--- src/rtl/pwr_state_pkg.sv ---
package pwr_state_pkg;
  typedef enum logic [1:0] {
    ST_RUN   = 2'd0,
    ST_STPGT = 2'd1,
    ST_SLEEP = 2'd2,
    ST_DEEP  = 2'd3
  } pwr_state_t;

  typedef struct packed {
    logic core;
    logic bus;
    logic irq;
    logic snoop;
    logic intr;
  } pwr_en_t;

  function automatic pwr_en_t decode_en(pwr_state_t s);
    pwr_en_t e;
    case (s)
      ST_RUN:   e = '{core: 1'b1, bus: 1'b1, irq: 1'b1, snoop: 1'b1, intr: 1'b1};
      ST_STPGT: e = '{core: 1'b0, bus: 1'b1, irq: 1'b1, snoop: 1'b1, intr: 1'b1};
      default:  e = '0;
    endcase
    return e;
  endfunction
endpackage

--- src/rtl/pwr_sync.sv ---
module pwr_sync #(
  parameter int WIDTH  = 3,
  parameter int STAGES = 2
) (
  input  logic             clk,
  input  logic             rst,
  input  logic [WIDTH-1:0] async_i,
  output logic [WIDTH-1:0] sync_o
);
  logic [WIDTH-1:0] chain [STAGES];

  // Idle level of the active-low inputs is 1
  always_ff @(posedge clk) begin
    if (rst) chain[0] <= '1;
    else     chain[0] <= async_i;
  end

  for (genvar g = 1; g < STAGES; g++) begin : g_stage
    always_ff @(posedge clk) begin
      if (rst) chain[g] <= '1;
      else     chain[g] <= chain[g-1];
    end
  end

  assign sync_o = chain[STAGES-1];
endmodule

--- src/rtl/pwr_fsm.sv ---
module pwr_fsm
  import pwr_state_pkg::*;
(
  input  logic       clk,
  input  logic       rst,
  input  logic       stp_req,
  input  logic       slp_req,
  input  logic       dps_req,
  output pwr_state_t state_q,
  output pwr_state_t state_d
);
  always_comb begin
    state_d = state_q;
    case (state_q)
      ST_RUN:   if (stp_req)  state_d = ST_STPGT;
      ST_STPGT: begin
        if (!stp_req)     state_d = ST_RUN;
        else if (slp_req) state_d = ST_SLEEP;
      end
      ST_SLEEP: begin
        if (!slp_req)     state_d = ST_STPGT;
        else if (dps_req) state_d = ST_DEEP;
      end
      ST_DEEP:  if (!dps_req) state_d = ST_SLEEP;
      default:  state_d = ST_RUN;
    endcase
  end

  always_ff @(posedge clk) begin
    if (rst) state_q <= ST_RUN;
    else     state_q <= state_d;
  end

  // running leaves only toward stop-grant
  assert_run_exit_R2: assert property (@(posedge clk) disable iff (rst)
    (state_q == ST_RUN) |=> (state_q == ST_RUN || state_q == ST_STPGT));
  // sleep is reached only from stop-grant or deep sleep
  assert_sleep_entry_R5: assert property (@(posedge clk) disable iff (rst)
    (state_q == ST_SLEEP && !$past(rst)) |->
      ($past(state_q) == ST_STPGT || $past(state_q) == ST_SLEEP || $past(state_q) == ST_DEEP));
  // deep sleep is reached only from sleep
  assert_deep_entry_R7: assert property (@(posedge clk) disable iff (rst)
    (state_q == ST_DEEP && !$past(rst)) |-> ($past(state_q) == ST_SLEEP || $past(state_q) == ST_DEEP));
  // deep sleep leaves only toward sleep
  assert_deep_exit_R8: assert property (@(posedge clk) disable iff (rst)
    (state_q == ST_DEEP) |=> (state_q == ST_DEEP || state_q == ST_SLEEP));
endmodule

--- src/rtl/pwr_ack.sv ---
module pwr_ack (
  input  logic clk,
  input  logic rst,
  input  logic set_i,
  input  logic grant_i,
  output logic req_o
);
  always_ff @(posedge clk) begin
    if (rst)          req_o <= 1'b0;
    else if (set_i)   req_o <= 1'b1;
    else if (grant_i) req_o <= 1'b0;
  end

  // the request is withdrawn only after a grant
  assert_ack_hold_R3: assert property (@(posedge clk) disable iff (rst)
    (req_o && !grant_i) |=> req_o);
endmodule

--- src/rtl/pwr_state_ctrl.sv ---
module pwr_state_ctrl
  import pwr_state_pkg::*;
#(
  parameter int SYNC_STAGES = 2
) (
  input  logic       clk,
  input  logic       rst,
  input  logic       stpclk_n,
  input  logic       slp_n,
  input  logic       dpslp_n,
  input  logic       ack_grant,
  output logic       core_clk_en,
  output logic       bus_clk_en,
  output logic       irq_clk_en,
  output logic       ack_req,
  output logic       snoop_en,
  output logic       intr_en,
  output logic [1:0] pwr_state
);
  localparam int NUM_IN = 3;

  logic [NUM_IN-1:0] pins_n, synced_n;
  pwr_state_t        st_q, st_d;
  pwr_en_t           en_q;

  assign pins_n = {dpslp_n, slp_n, stpclk_n};

  pwr_sync #(.WIDTH(NUM_IN), .STAGES(SYNC_STAGES)) u_sync (
    .clk(clk), .rst(rst), .async_i(pins_n), .sync_o(synced_n)
  );

  pwr_fsm u_fsm (
    .clk(clk), .rst(rst),
    .stp_req(~synced_n[0]), .slp_req(~synced_n[1]), .dps_req(~synced_n[2]),
    .state_q(st_q), .state_d(st_d)
  );

  pwr_ack u_ack (
    .clk(clk), .rst(rst),
    .set_i(st_q == ST_RUN && st_d == ST_STPGT),
    .grant_i(ack_grant), .req_o(ack_req)
  );

  always_ff @(posedge clk) begin
    if (rst) en_q <= decode_en(ST_RUN);
    else     en_q <= decode_en(st_d);
  end

  assign core_clk_en = en_q.core;
  assign bus_clk_en  = en_q.bus;
  assign irq_clk_en  = en_q.irq;
  assign snoop_en    = en_q.snoop;
  assign intr_en     = en_q.intr;
  assign pwr_state   = st_q;

  // bus clock stays on while running or in stop-grant
  assert_bus_on_R11: assert property (@(posedge clk) disable iff (rst)
    (pwr_state == 2'd0 || pwr_state == 2'd1) |-> bus_clk_en);
  // servicing snoops implies the bus domain is clocked
  assert_snoop_needs_bus_R5: assert property (@(posedge clk) disable iff (rst)
    snoop_en |-> (bus_clk_en && irq_clk_en));
  // a new request appears only on entry to stop-grant
  assert_ack_rise_R3: assert property (@(posedge clk) disable iff (rst)
    $rose(ack_req) |-> (pwr_state == 2'd1 && $past(pwr_state) == 2'd0));
endmodule

--- config.mk ---
export PLATFORM = sky130hd
export DESIGN_NAME = pwr_state_ctrl
export DESIGN_NICKNAME = d
export VERILOG_FILES = /design/src/rtl/pwr_state_pkg.sv /design/src/rtl/pwr_sync.sv /design/src/rtl/pwr_fsm.sv /design/src/rtl/pwr_ack.sv /design/src/rtl/pwr_state_ctrl.sv
export SDC_FILE = /design/constraint.sdc
export NUM_CORES = 1
export LEC_CHECK = 0
export ABC_AREA = 1
export BUFFER_PORTS_ARGS = -buffer_cell sky130_fd_sc_hd__buf_2
export CORE_AREA = 2 2 39 41
export CTS_CLUSTER_SIZE = 16
export DETAILED_ROUTE_END_ITERATION = 12
export DIE_AREA = 0 0 41 43
export SYNTH_ARGS = -nofsm -noshare
export SYNTH_HDL_FRONTEND = slang
export SYNTH_HIERARCHICAL = 1
export SYNTH_SLANG_ARGS = --single-unit
export TNS_END_PERCENT = 30
--- constraint.sdc ---
create_clock -name clk -period 1.1 [get_ports clk]
set_input_delay 0.165 -clock clk [delete_from_list [all_inputs] [get_ports clk]]
set_output_delay 0.165 -clock clk [all_outputs]
set_load 0.005 [all_outputs]
; ---- Word level (Yosys, flattened, before mapping)
; Memories as Yosys holds them, arrays and structs flattened.
; Cells that the tools add are included.
[totals]
mem_bits_ro = 0
wordCells = 33
input_bits = 6
ram_bits = 6
reg_bits = 8
n_memories = 1
latch_bits = 0
output_inout_bits = 8
[memory_table]
columns = name, words, word_bits, read_ports, rd_ports_with_merged_regs, write_ports, line_no
row1 = u_sync.chain, 2, 3, 2, 0, 2, pwr_sync.sv:10  ; logic [WIDTH-1:0] chain [STAGES];
[op_classes]
mul = 0
bitwise = 2
n_shift = 0
add_sub_neg = 0
n_eq_ne = 4
reduce_logical = 4
n_mux = 15
order_cmp = 0
div_mod_pow = 0
[op_table]
columns = op, count
row1 = two-way mux 2 bit, 6
row2 = case mux 5 bit (2 select lines), 1
row3 = case mux 2 bit (4 select lines), 1
row4 = two-way mux 3 bit, 2
row5 = two-way mux 1 bit, 5
row6 = "equality test 2 x 1 -> 1 bit, second input constant", 2
row7 = "equality test 2 bit, second input constant", 2
row8 = zero test 2 bit, 2
row9 = bitwise OR 1 bit, 2
row10 = nonzero test 2 bit, 1
row11 = logical AND 1 bit, 1

; ---- Depth between registers and ports, before layout
[depth]
ltp_word = 6
mapped_depth = 10
depth_no_buf = 10

; ---- Cells and area by module
; Netlist, hierarchy kept.
[by_module_without_submodules]
columns = module, cells_each, area_per_inst_um2, n_inst, seq_area_each_um2
row1 = pwr_sync, 19, 168.9, 1, 120.1
row2 = pwr_fsm, 18, 121.4, 1, 40.0
row3 = pwr_state_ctrl, 17, 108.9, 1, 40.0
row4 = pwr_ack, 5, 40.0, 1, 20.0

; ---- Worst setup path after synthesis
; OpenSTA, ideal clock, no wires.
[synth_path]
path_kind = reg-to-reg
start = register u_fsm.state_q[1]
end = register u_ack.req_o
setup_time_ps = 66
t_arrival_ps = 928
setup_slack_ps = 106
stages_incl_launch_ff = 9
required_time_ps = 1034
cell_sequence = dfxtp_1 > inv_1 > nand2_1 > nand2_2 > nand2_1 > nand2_1 > nor2_1 > inv_1 > a21oi_2
[synth_lines]
columns = item, line_no
row1 = from (decl), pwr_fsm.sv:9  ; output pwr_state_t state_q,
row2 = from (signal assigned), pwr_fsm.sv:31  ; else state_q <= state_d;
row3 = "equality test 2 bit, or another cell as far along", pwr_fsm.sv:14  ; case (state_q)
row4 = case mux 2 bit (4 select lines) (*), pwr_fsm.sv:14
row5 = via st_d[0], pwr_state_ctrl.sv:23  ; pwr_state_t st_q, st_d;
row6 = equality test 2 x 1 -> 1 bit (*), pwr_state_ctrl.sv:40  ; .set_i(st_q == ST_RUN && st_d == ST_STPGT),
row7 = logical AND 1 bit (*), pwr_state_ctrl.sv:40
row8 = two-way mux 1 bit / nonzero test 2 bit (equally long branches), n/a
row9 = to (signal assigned), pwr_ack.sv:9  ; if (rst) req_o <= 1'b0;
row10 = to (signal assigned), pwr_ack.sv:10  ; else if (set_i) req_o <= 1'b1;
row11 = to (signal assigned), pwr_ack.sv:11  ; else if (grant_i) req_o <= 1'b0;
row12 = to (decl), pwr_ack.sv:6  ; output logic req_o
; The timed path passes the listed nets; every way through them passes the cells marked *.
; A chain may end at the register's enable or synchronous reset.

==> metrics.txt <==
status complete, no violations; Net Sw Frac a little over a fifth; clk slew on worst S/H paths about 0.070 ns; Layout Skew between 0.001 and 0.0015 ns; vias in the first global route about 290; Hold WC Path Type input port to flip-flop; Core Region between 1000 and 1500 um^2; top post-synthesis cells by area dfxtp_1, inv_1, nand2_1; detailed placement HPWL approximately 520 um; delay of the slowest critical-path stage approximately 0.31 ns; CP endpoint kind flip-flop; largest family of logic cells by synthesized area buffers and inverters; Worst Setup SP u_sync/chain[1][1]$_SDFF_PP1_; cell mode on critical path nand2_2; HP Start dpslp_n; most frequent cells in the layout inv_1, buf_2, nand2_1; H-Tree Depth 1; Yosys reg bits 11; Via density about 4; DIE AREA about 1800 um^2; CTS tree done; gr usage total 8.99%; post-synthesis simple-gate area fraction roughly a fifth; WP buf/inv 3; RePlAce Congestion approximately 0.64; final setup fails 0; Reg2Reg Depth 10; NumNets Final 80; leakage 0.302 nW; cells along the critical path inv_1 > inv_2 > nand3_1 > nand2_1 > nand2_2 > nand2_2 > nand2_2 > nor2_1 > inv_1 > a21oi_2; pwr dens around 1300 nW/um^2; commonest non-fill, non-tap cell in the layout inv_1; most area-hungry cell type in the Yosys netlist dfxtp_1; DRT Pass-1 Iters 1; Min Hold Slack roughly 0.082 ns; post-synth cell types 12; Avg WL per Cell a little under 7 um; CP max-delay cell dfxtp_1; Hold Buf Count CTS 0; WS Path Type flip-flop to flip-flop; min Tclk post-route 1.03 ns; Rows 14; r2r setup slk about 0.065 ns; Clk network pwr share between 30% and 40%; port bufs 13; Final Hold Viols 0; initial core utilization around a third; Syn Std Cell Area 439 um^2; switching pwr 0.152 mW; fin area 541 um^2; Rel. slew slack between 90% and 100%; via count 350; family with the most delay on the worst path simple AND/OR/NAND/NOR gates; first-pass GRT wire length roughly 1000 um; logic gate share of total power under 10%; synthesized-area fraction occupied by adder cells 0%; WP data arrival 1.23 ns; Worst Path Required 1.30 ns; clk sinks 11; Syn. warnings 6; # IOs 14; Final Routed Wirelength 618 um; Root Driver clkbuf_4; setup bufs post-CTS 0; Final Max Slew Viols 0; Placed Area 502 um^2; Synth Area in Compound Gates between 6 and 7%; P_int ~0.57 mW; Period Utilization, post-route between 90% and 100%; largest net degree at the start of global routing 7; post-synth top area share around 50%; initial antenna violation count 0; TritonCTS buffer count 3; # Max-Cap Violations 0; maximum clock path buffer count 2; sequential-to-total area share from yosys stat 50.1%; Syn Inst Count slightly below 60; GRT overflow 0; post-synthesis xor/xnor area fraction 0%; DRC Markers 0; initial detailed-routing violation count 0; Fmax achieved 0.966 GHz; clk_lat worst skew 0.26 ns; synthesized net count 65; Critical Path Stages 10; TNS Setup 0 ns; Final ANT Viol Nets 0; Layout area overhead 23.1%; peak supply drop approximately 0.55 mV; worst slew pin tran ~0.13 ns; die height about 43 um; Avg Inst Size Synth 7.44 um^2; critical path startpoint category flip-flop; multiplexer area fraction after synthesis 0%; Sequential Power Share between 50% and 60%; share of cells above drive strength 1 around two fifths; R2R Path Start u_sync/chain[1][1]$_SDFF_PP1_; Die Span X approximately 41 um; worst-path fanout max 2; hold path depth 3; Antenna Cells 0
[Yosys cell counts (all sizes together)]
cell type  count
o21ai          1
dfxtp         11
a21oi          3
inv           20
buf            3
nand2         16
nor2           1
nand3          4
[flip-flops by register name, summed over array words and instances, names as in the netlist]
register and flops:
bus_clk_en 1, u_sync/chain 6, u_fsm/state_q 2, core_clk_en 1, u_ack/req_o 1
[tightest hold or removal path, delay by kind of cell]
kind          cells  cell delay, ns
buf+inv           2            0.10
simple gates      1            0.04
[what timing repair did]
item / CTS / global route
pin swaps: 0 / 4
resized for setup: 1 / 5
gates cloned: 0 / 0
endpoints found under the setup margin: 1 / 1
[cell type report]
type,instances,area (um^2)
flip-flops and latches,11,223
clock buffers,4,26.3
multi-input cells,25,131
fillers,150,843
repair buffers,13,65.1
well taps,16,20.0
inverters,20,75.1
[power by group through the flow]
stage / Sequential [mW] / Clock, mW / Combinational, mW
after global placement: 0.426 / 0 / 0.0458
after global routing: 0.418 / 0.289 / 0.0551
after floorplan: 0.426 / 0 / 0.0276
after detailed placement: 0.426 / 0 / 0.0469
after CTS: 0.417 / 0.275 / 0.0473
final: 0.417 / 0.260 / 0.0475
[final timing paths]
path | endpoint
hold reg to reg | u_sync/chain[1][1]$_SDFF_PP1_
setup reg to reg | u_ack/req_o$_SDFFE_PP0P_
hold / removal | u_sync/chain[0][2]$_SDFF_PP1_
setup / recovery | u_ack/req_o$_SDFFE_PP0P_
[cell families after synthesis]
logic type | after synthesis
compound gates | 4
buf+inv | 23
flops | 11
simple gates | 21
[layer usage]
layer | vias to the layer above | GRT usage, % | share of wire, %
met2 | 13 | 15.0 | 51
met4 | 0 | 4.00 | 0
met1 | 147 | 8.52 | 41
met3 | 0 | 4.71 | 8.3
met5 | - | 0 | 0
li1 | 190 | - | -
[metrics by stage]
stage / util [%] / setup slack, ns / cells / power [mW]
after floorplan: - / 0.106 / 59 / 0.453
after global placement: 36.3 / 0.0354 / 85 / 0.471
after detailed placement: 36.3 / 0.0162 / 85 / 0.473
after CTS: 38.2 / 0.00799 / 89 / 0.740
after global routing: 39.1 / -0.00195 / 89 / 0.762
final: 39.1 / 0.0653 / 89 / 0.725
Note: power is estimated with default switching activity, not from simulation.
